==> src/rtl/hbGuardPkg.sv <==
package hbGuardPkg;

  // Bit positions inside the synchroniser vector
  localparam int IDX_PWM_HI  = 0;
  localparam int IDX_PWM_LO  = 1;
  localparam int IDX_DES_HI  = 2;
  localparam int IDX_DES_LO  = 3;
  localparam int IDX_UV      = 4;
  localparam int IDX_CLR     = 5;
  localparam int IDX_SYNC    = 6;
  localparam int IDX_SD      = 7;
  localparam int SYNC_N      = 8;
  // Shared nets idle high, so their synchroniser stages reset high
  localparam logic [SYNC_N-1:0] SYNC_RST = 8'b1100_0000;

  typedef enum logic [1:0] {
    ST_RUN   = 2'd0,
    ST_SOFT  = 2'd1,
    ST_LATCH = 2'd2
  } guardState_t;

  typedef struct packed {
    logic forceOff;  // drive both gates low next cycle
    logic hold;      // keep gates at their present value
    logic startSsd;  // clear the soft turn-off counter
    logic runSsd;    // advance the soft turn-off counter
  } guardStrobe_t;

endpackage

==> src/rtl/hbGuardPath.sv <==
module hbGuardPath
  import hbGuardPkg::*;
#(
  parameter int SSD_CYCLES   = 8,
  parameter int BOOST_CYCLES = 4,
  parameter int BLANK_CYCLES = 6
) (
  input  logic               clk,
  input  logic               rstN,
  input  logic [SYNC_N-1:0]  rawIn,
  input  guardStrobe_t       strobe,
  output logic               sClr,
  output logic               sUv,
  output logic               sSdLow,
  output logic               sSyncLow,
  output logic               desatHit,
  output logic               ssdDone,
  output logic [1:0]         gateVec,
  output logic [1:0]         boostVec
);

  localparam int MAX_ON = (BLANK_CYCLES > BOOST_CYCLES) ? BLANK_CYCLES : BOOST_CYCLES;
  localparam int CNT_W  = $clog2(MAX_ON + 1);
  localparam int SSD_W  = (SSD_CYCLES > 2) ? $clog2(SSD_CYCLES) : 1;

  logic [SYNC_N-1:0] syncA, syncB;
  logic [SSD_W-1:0]  ssdCnt;
  logic [1:0]        hitVec;
  logic              bothHigh;

  always_ff @(posedge clk or negedge rstN) begin
    if (!rstN) begin
      syncA <= SYNC_RST;
      syncB <= SYNC_RST;
    end else begin
      syncA <= rawIn;
      syncB <= syncA;
    end
  end

  assign sClr     = syncB[IDX_CLR];
  assign sUv      = syncB[IDX_UV];
  assign sSdLow   = ~syncB[IDX_SD];
  assign sSyncLow = ~syncB[IDX_SYNC];
  assign bothHigh = syncB[IDX_PWM_HI] & syncB[IDX_PWM_LO];

  // One gate channel per side: index 0 is the high side, 1 the low side
  for (genvar s = 0; s < 2; s++) begin : g_side
    logic             gate;
    logic             gateNext;
    logic [CNT_W-1:0] onCnt;
    logic             pwmOk;

    assign pwmOk = syncB[IDX_PWM_HI + s] & ~bothHigh;

    always_comb begin
      if (strobe.forceOff)  gateNext = 1'b0;
      else if (strobe.hold) gateNext = gate;
      else                  gateNext = pwmOk;
    end

    always_ff @(posedge clk or negedge rstN) begin
      if (!rstN) begin
        gate  <= 1'b0;
        onCnt <= '0;
      end else begin
        gate <= gateNext;
        if (gateNext && gate) begin
          if (onCnt != CNT_W'(MAX_ON)) onCnt <= onCnt + 1'b1;
        end else begin
          onCnt <= '0;
        end
      end
    end

    assign gateVec[s]  = gate;
    assign boostVec[s] = gate && (onCnt < CNT_W'(BOOST_CYCLES));
    assign hitVec[s]   = gate && syncB[IDX_DES_HI + s] && (onCnt >= CNT_W'(BLANK_CYCLES));
  end

  assign desatHit = |hitVec;

  always_ff @(posedge clk or negedge rstN) begin
    if (!rstN)               ssdCnt <= '0;
    else if (strobe.startSsd) ssdCnt <= '0;
    else if (strobe.runSsd)   ssdCnt <= ssdCnt + 1'b1;
  end

  assign ssdDone = strobe.runSsd && (ssdCnt == SSD_W'(SSD_CYCLES - 1));

endmodule

==> src/rtl/hbGuardCtrl.sv <==
module hbGuardCtrl
  import hbGuardPkg::*;
(
  input  logic         clk,
  input  logic         rstN,
  input  logic         sClr,
  input  logic         sUv,
  input  logic         sSdLow,
  input  logic         sSyncLow,
  input  logic         desatHit,
  input  logic         ssdDone,
  output guardStrobe_t strobe,
  output logic         softOff,
  output logic         syncPull,
  output logic         sdPull
);

  guardState_t state, stateNext;

  always_comb begin
    stateNext = state;
    unique case (state)
      ST_RUN:   if (desatHit) stateNext = ST_SOFT;
      ST_SOFT:  if (ssdDone)  stateNext = sClr ? ST_RUN : ST_LATCH;
      ST_LATCH: if (sClr)     stateNext = ST_RUN;
      default:  stateNext = ST_RUN;
    endcase
  end

  always_ff @(posedge clk or negedge rstN) begin
    if (!rstN) state <= ST_RUN;
    else       state <= stateNext;
  end

  // Desaturation outranks the freeze; shutdown line outranks the freeze too
  always_comb begin
    strobe.startSsd = desatHit && (state == ST_RUN);
    strobe.runSsd   = (state == ST_SOFT);
    strobe.forceOff = desatHit || (state != ST_RUN) || sSdLow;
    strobe.hold     = sSyncLow;
  end

  assign softOff  = (state == ST_SOFT);
  assign syncPull = (state == ST_SOFT);
  assign sdPull   = (state == ST_LATCH) || sUv;

endmodule

==> src/rtl/hbGateGuard.sv <==
module hbGateGuard
  import hbGuardPkg::*;
#(
  parameter int SSD_CYCLES   = 8,
  parameter int BOOST_CYCLES = 4,
  parameter int BLANK_CYCLES = 6
) (
  input  logic clk,
  input  logic rstN,
  input  logic pwmHiIn,
  input  logic pwmLoIn,
  input  logic desatHiIn,
  input  logic desatLoIn,
  input  logic uvIn,
  input  logic clrIn,
  input  logic syncLineIn,
  input  logic sdLineIn,
  output logic gateHiOut,
  output logic gateLoOut,
  output logic boostHiOut,
  output logic boostLoOut,
  output logic softOffOut,
  output logic syncPullOut,
  output logic sdPullOut
);

  guardStrobe_t      strobe;
  logic              sClr, sUv, sSdLow, sSyncLow, desatHit, ssdDone;
  logic [1:0]        gateVec, boostVec;
  logic [SYNC_N-1:0] rawIn;

  assign rawIn = {sdLineIn, syncLineIn, clrIn, uvIn, desatLoIn, desatHiIn, pwmLoIn, pwmHiIn};

  hbGuardPath #(
    .SSD_CYCLES  (SSD_CYCLES),
    .BOOST_CYCLES(BOOST_CYCLES),
    .BLANK_CYCLES(BLANK_CYCLES)
  ) u_path (
    .clk      (clk),
    .rstN     (rstN),
    .rawIn    (rawIn),
    .strobe   (strobe),
    .sClr     (sClr),
    .sUv      (sUv),
    .sSdLow   (sSdLow),
    .sSyncLow (sSyncLow),
    .desatHit (desatHit),
    .ssdDone  (ssdDone),
    .gateVec  (gateVec),
    .boostVec (boostVec)
  );

  hbGuardCtrl u_ctrl (
    .clk      (clk),
    .rstN     (rstN),
    .sClr     (sClr),
    .sUv      (sUv),
    .sSdLow   (sSdLow),
    .sSyncLow (sSyncLow),
    .desatHit (desatHit),
    .ssdDone  (ssdDone),
    .strobe   (strobe),
    .softOff  (softOffOut),
    .syncPull (syncPullOut),
    .sdPull   (sdPullOut)
  );

  assign gateHiOut  = gateVec[0];
  assign gateLoOut  = gateVec[1];
  assign boostHiOut = boostVec[0];
  assign boostLoOut = boostVec[1];

endmodule

==> config.mk <==
export PLATFORM = sky130hd
export DESIGN_NAME = hbGateGuard
export DESIGN_NICKNAME = d
export VERILOG_FILES = /design/src/rtl/hbGuardPkg.sv /design/src/rtl/hbGuardPath.sv /design/src/rtl/hbGuardCtrl.sv /design/src/rtl/hbGateGuard.sv
export SDC_FILE = /design/constraint.sdc
export NUM_CORES = 1
export LEC_CHECK = 0
export ABC_AREA = 0
export BUFFER_PORTS_ARGS = -buffer_cell sky130_fd_sc_hd__buf_4
export CORE_UTILIZATION = 54
export DETAILED_ROUTE_END_ITERATION = 16
export PLACE_DENSITY = 0.81
export RECOVER_POWER = 25
export SETUP_SLACK_MARGIN = 0.1
export SKIP_LAST_GASP = 1
export SLEW_MARGIN = 0
export SYNTH_ARGS = -nofsm -noshare
export SYNTH_HDL_FRONTEND = slang
export SYNTH_SLANG_ARGS = --single-unit
==> constraint.sdc <==
create_clock -name clk -period 1.8 [get_ports clk]
set_input_delay 0.27 -clock clk [delete_from_list [all_inputs] [get_ports clk]]
set_output_delay 0.27 -clock clk [all_outputs]
set_load 0.03 [all_outputs]
# Yosys cells after proc, flatten, opt, wreduce, memory -nomap -nowiden

Index checks and enable logic that the tools add are counted.

Register bits: 29
Output and inout port bits: 7
Input port bits: 10
Logic and storage cells: 63

Add/subtract/negate cells: 3
Reductions and logical operators: 18
Equal/unequal tests: 10
$lt $le $gt $ge: 4
Mux-type cells: 15
Bitwise operators: 5

Operator list:

| cell                | number |
|---|---|
| $mux 3              | 6 |
| $logic_and 1x1->1   | 10 |
| $add 3x1->3 const B | 3 |
| $mux 2              | 4 |
| $ge 3x3->1 const B  | 2 |
| $lt 3x3->1 const B  | 2 |
| $ne 2x2->1 const B  | 3 |
| $ne 3x3->1 const B  | 2 |
| $pmux 2 s3          | 1 |
| $mux 1              | 4 |
| $ne 2x1->1 const B  | 2 |
| $reduce_bool 2->1   | 2 |
| $and 1x1->1         | 3 |
| $eq 3x3->1 const B  | 1 |
| $logic_or 1x1->1    | 3 |
| $reduce_and 3->1    | 1 |
| $eq 2x1->1 const B  | 1 |
| $eq 2x2->1 const B  | 1 |
| $logic_not 2->1     | 1 |
| $not 1->1           | 2 |
| $reduce_or 2->1     | 1 |

# Depth between registers and ports, before layout

Depth in word-level cells: 8
Depth in mapped cells: 5
Mapped depth without buffers: 5

# Cells and area by module

From an unflattened synthesis, not the netlist that was laid out.

Cells, all modules: 87
Area total of the unflattened synthesis: 1137.3 um^2

Modules (own cells, without submodules):

| module      | instances | area an instance (um^2) | seq. area each (um^2) | cells each |
|---|---|---|---|---|
| hbGuardPath | 1         | 1007.2                  | 680.7                 | 73 |
| hbGuardCtrl | 1         | 130.1                   | 50.0                  | 14 |

# Worst setup path after synthesis

Ideal clock, no wire load.

Path kind: register to output
Start point: reg u_ctrl.state[0]
End point: out syncPullOut
Required time: 1.530 ns
Arrival time: 1.265 ns
Path buffers: 1
Stages on the path, launching flop included: 3
Setup slack: 0.265 ns
Cells stage by stage: dfrtp_1 -> nor2b_1 -> buf_4

Longest elaborated chain between the ends: 1

RTL lines:

| item                   | line              | RTL |
|---|---|---|
| start, declared        | hbGuardCtrl.sv:18 | `guardState_t state, stateNext;` |
| start signal, assigned | hbGuardCtrl.sv:32 | `else state <= stateNext;` |
| $eq 2x1->1             | --                |  |
| end, declared          | hbGateGuard.sv:23 | `output logic syncPullOut,` |

No other way between the ends.

# Worst setup path in the final report

Start point: reg u_ctrl.state[0]
End point: out softOffOut

Longest elaborated chain between the ends: 1

RTL lines:

| item          | line              | RTL |
|---|---|---|
| $eq 2x1->1    | hbGuardCtrl.sv:43 | `assign softOff = (state == ST_SOFT);` |
| end, declared | hbGateGuard.sv:22 | `output logic softOffOut,` |

No other way between the ends.

==> out/results.ini <==
[floorplan]
die_h_um = 47.67
rows = 16
io_pins = 17
start_util_pct = 57.40
die_x_um = 47.67
core-area_mm2 = 0.001962
dieArea_mm2 = 0.002272

[cts]
cts_inserted_buffers = 5
cts_resized = 0
clockBufferDepth = 2
clock-sinks = 29
cts_tree = built
ctsHtreeMaxLevel = 2
clk_latency_ns = 0.32
cts.clk_slew.worst_paths_ns = 0.07
cts-root-buf = clkbuf_4

[synth]
syn_nets = 98
syn_inst = 82
syn_area_per_cell_um2 = 13.73
yosysWarningCount = 0
ys_ff_latch = 29
syn_area_mm2 = 0.001126
synth_cell_types = 24
ys_seq_area_share_pct = 64.89

[drt]
met1_length_um = 685
drt_iter0_drc = 1
dr_total_vias = 692
drc = 0
routed.top_layer = met3
drtPass1Iterations = 2
ant_nets = 0
wl_met3_um = 80
post_drt_via_cell_ratio = 5.242
wl_per_cell_um = 12.89
routed-wl-met2_um = 935
wirelength_mm = 1.701

[grt]
overflow = 0
antenna_found_initial = 0
grt_pass1_vias = 704
grt_max_degree = 30
grt_pass1_wl_mm = 2.753
grt_use_total_pct = 19.33

[hold_path]
hold_depth = 1
min_path_type = in2reg
hp-start = syncLineIn

[sta]
rsz0062_at_grt = no
hold_viol_final = 0
worst_slew_pin_slew_ns = 0.3966
fin_skew_ns = 0.01662
setup_viol = 0
max_freq_mhz = 645.5
maxSlewViolCount = 0
relSlewSlack_pct = 73.28
post-route-min-period_ns = 1.549
tns_ns = 0
post-route-period-util_pct = 86.06

[setup_path]
worst-path-max-fanout = 5
crit_path_end_kind = primary output
path_class = reg2out
arrival_ns = 1.28
reg2regPathDepth = 5
critical_path_required_ns = 1.53
worstPathCellList = nor2b_1 -> buf_4
reg2reg_from = u_path.g_side[0].onCnt[0]$_DFFE_PN0P_
crit_cells = 2
slowest_delay_ns = 0.41
start_kind = register
path_buf_inv = 1
startpoint = u_ctrl.state[0]$_DFFE_PN0P_
slowest_stage = dfrtp_1
crit_family = flip-flops

[placement]
port_buffers = 16
place_inst = 124
place.gp.congestion = 0.7330
dp_hpwl_mm = 1.271

[layout]
utilization_pct = 67.73
drive_above_1_share_pct = 31.43
finalNetCount = 121
multi_input_area_um2 = 376.6
areaGrowthSynthToFinish_pct = 18.00
layout.cells.non_filler = 132
ff_latch_area_um2 = 730.7
antenna-diode-count = 0
fillers = 169

[run]
maxCapViolCount = 0

[power_and_ir_drop]
p_leak_nw = 0.6293
powerDensity_mw_per_mm2 = 811.6
max-vdd-ir-drop_mv = 0.7261

[outcome]
outcome = completed

==> report_power, final <==
| group | switching [mW] | internal, mW |
|---|---|---|
| Sequential | 0.00975 | 0.675 |
| Clock | 0.188 | 0.143 |
| Combinational | 0.0348 | 0.0268 |
==> cell usage in the layout (no fill, tap or decap), drive strengths merged, types with 2 or more instances in the layout <==
master	count
nand2	3
nor2	2
a22o	2
o21ai	4
xnor2	2
inv	3
a21oi	4
nand2b	2
dfrtp	25
nor2b	5
a31oi	2
nand3b	3
ha	6
mux2i	2
clkbuf	14
nor3	5
buf	8
dfstp	4
==> stage by stage <==
step	power, mW	area, um2	worst slack [ns]	hold WS, ns
5_1_grt	1.145	1329	0.1369	0.03092
2_1_floorplan	0.7199	1126	0.2648	-0.02559
4_1_cts	1.106	1329	0.2354	0.04172
3_5_place_dp	0.7603	1272	0.2972	0.2055
3_3_place_gp	0.7568	1272	0.3610	0.2044
6_report	1.078	1329	0.2509	0.07132
==> cell usage after synthesis <==
library cell	n	share of area, %
a21o_1	1	0.67
nor4b_1	1	0.78
a31oi_1	2	1.1
a41oi_2	1	1.4
mux2i_1	2	1.8
mux2_4	1	1.3
dfstp_2	4	9.3
nor2b_1	5	2.8
buf_4	1	0.67
and2b_2	1	0.78
inv_1	3	1.0
xnor2_1	2	1.6
nor3_1	5	2.2
nand3b_1	3	2.0
nand2_1	3	1.0
o2111ai_2	1	1.3
ha_1	6	6.7
nor2_1	2	0.67
nand3_2	1	0.89
o21ai_0	4	1.8
a22o_2	2	1.8
a21oi_1	4	1.8
dfrtp_1	25	56
nand2b_1	2	1.1
==> final cells by class <==
type / count / share of cell area [%]
inverter: 3 / 0.8475
multi-input combinational: 49 / 28.34
clock inverter: 1 / 0.3766
tap: 27 / 2.542
sequential: 29 / 54.99
timing repair buffer: 17 / 9.793
clock buffer: 6 / 3.107
==> worst reg2reg max path: stages, from the launching register on <==
cell and delay [ns]:
dfrtp_1 0.42, inv_1 0.07, ha_1 0.23, o2111ai_2 0.17
a21o_1 0.25, mux2_4 0.26
==> cells by family after synthesis <==
group	share of synthesized area, %
DFF	64.89
and+or+nand+nor	12.22
AOI/OAI and AO/OA	9.889
adders and majority gates	6.666
buffers and inverters	1.667
muxes	3.111
xor gates and xnor gates	1.556
==> state kept, by name (all words and copies together), names as in the netlist <==
name                 flops
u_ctrl.state             2
u_path.g_side.gate       2
u_path.g_side.onCnt      6
u_path.ssdCnt            3
u_path.syncA             8
u_path.syncB             8
==> layer usage <==
layer | vias to the layer above | global-route usage (%)
met2 | 15 | 31.51
met5 | - | 0
li1 | 333 | -
met4 | 0 | 12.78
met1 | 344 | 18.89
met3 | 0 | 10.57
==> repair_timing <==
action	4_1_cts	5_1_grt
endpoints found under the hold margin	25	0
hold buffers	1	0
buffers inserted	0	0
==> final timing paths <==
kind / endpoint / slack, ns
max: softOffOut / 0.25
min: u_path.syncA[6]$_DFF_PN1_ / 0.07
max reg2reg: u_path.ssdCnt[0]$_DFFE_PN0P_ / 0.27
min reg2reg: u_path.syncB[2]$_DFF_PN0_ / 0.33
max in group asynchronous: u_path.syncB[6]$_DFF_PN1_ / 1.08
min in group asynchronous: u_path.g_side[1].onCnt[2]$_DFFE_PN0P_ / 0.40
Note: power is estimated with default switching activity, not from simulation.
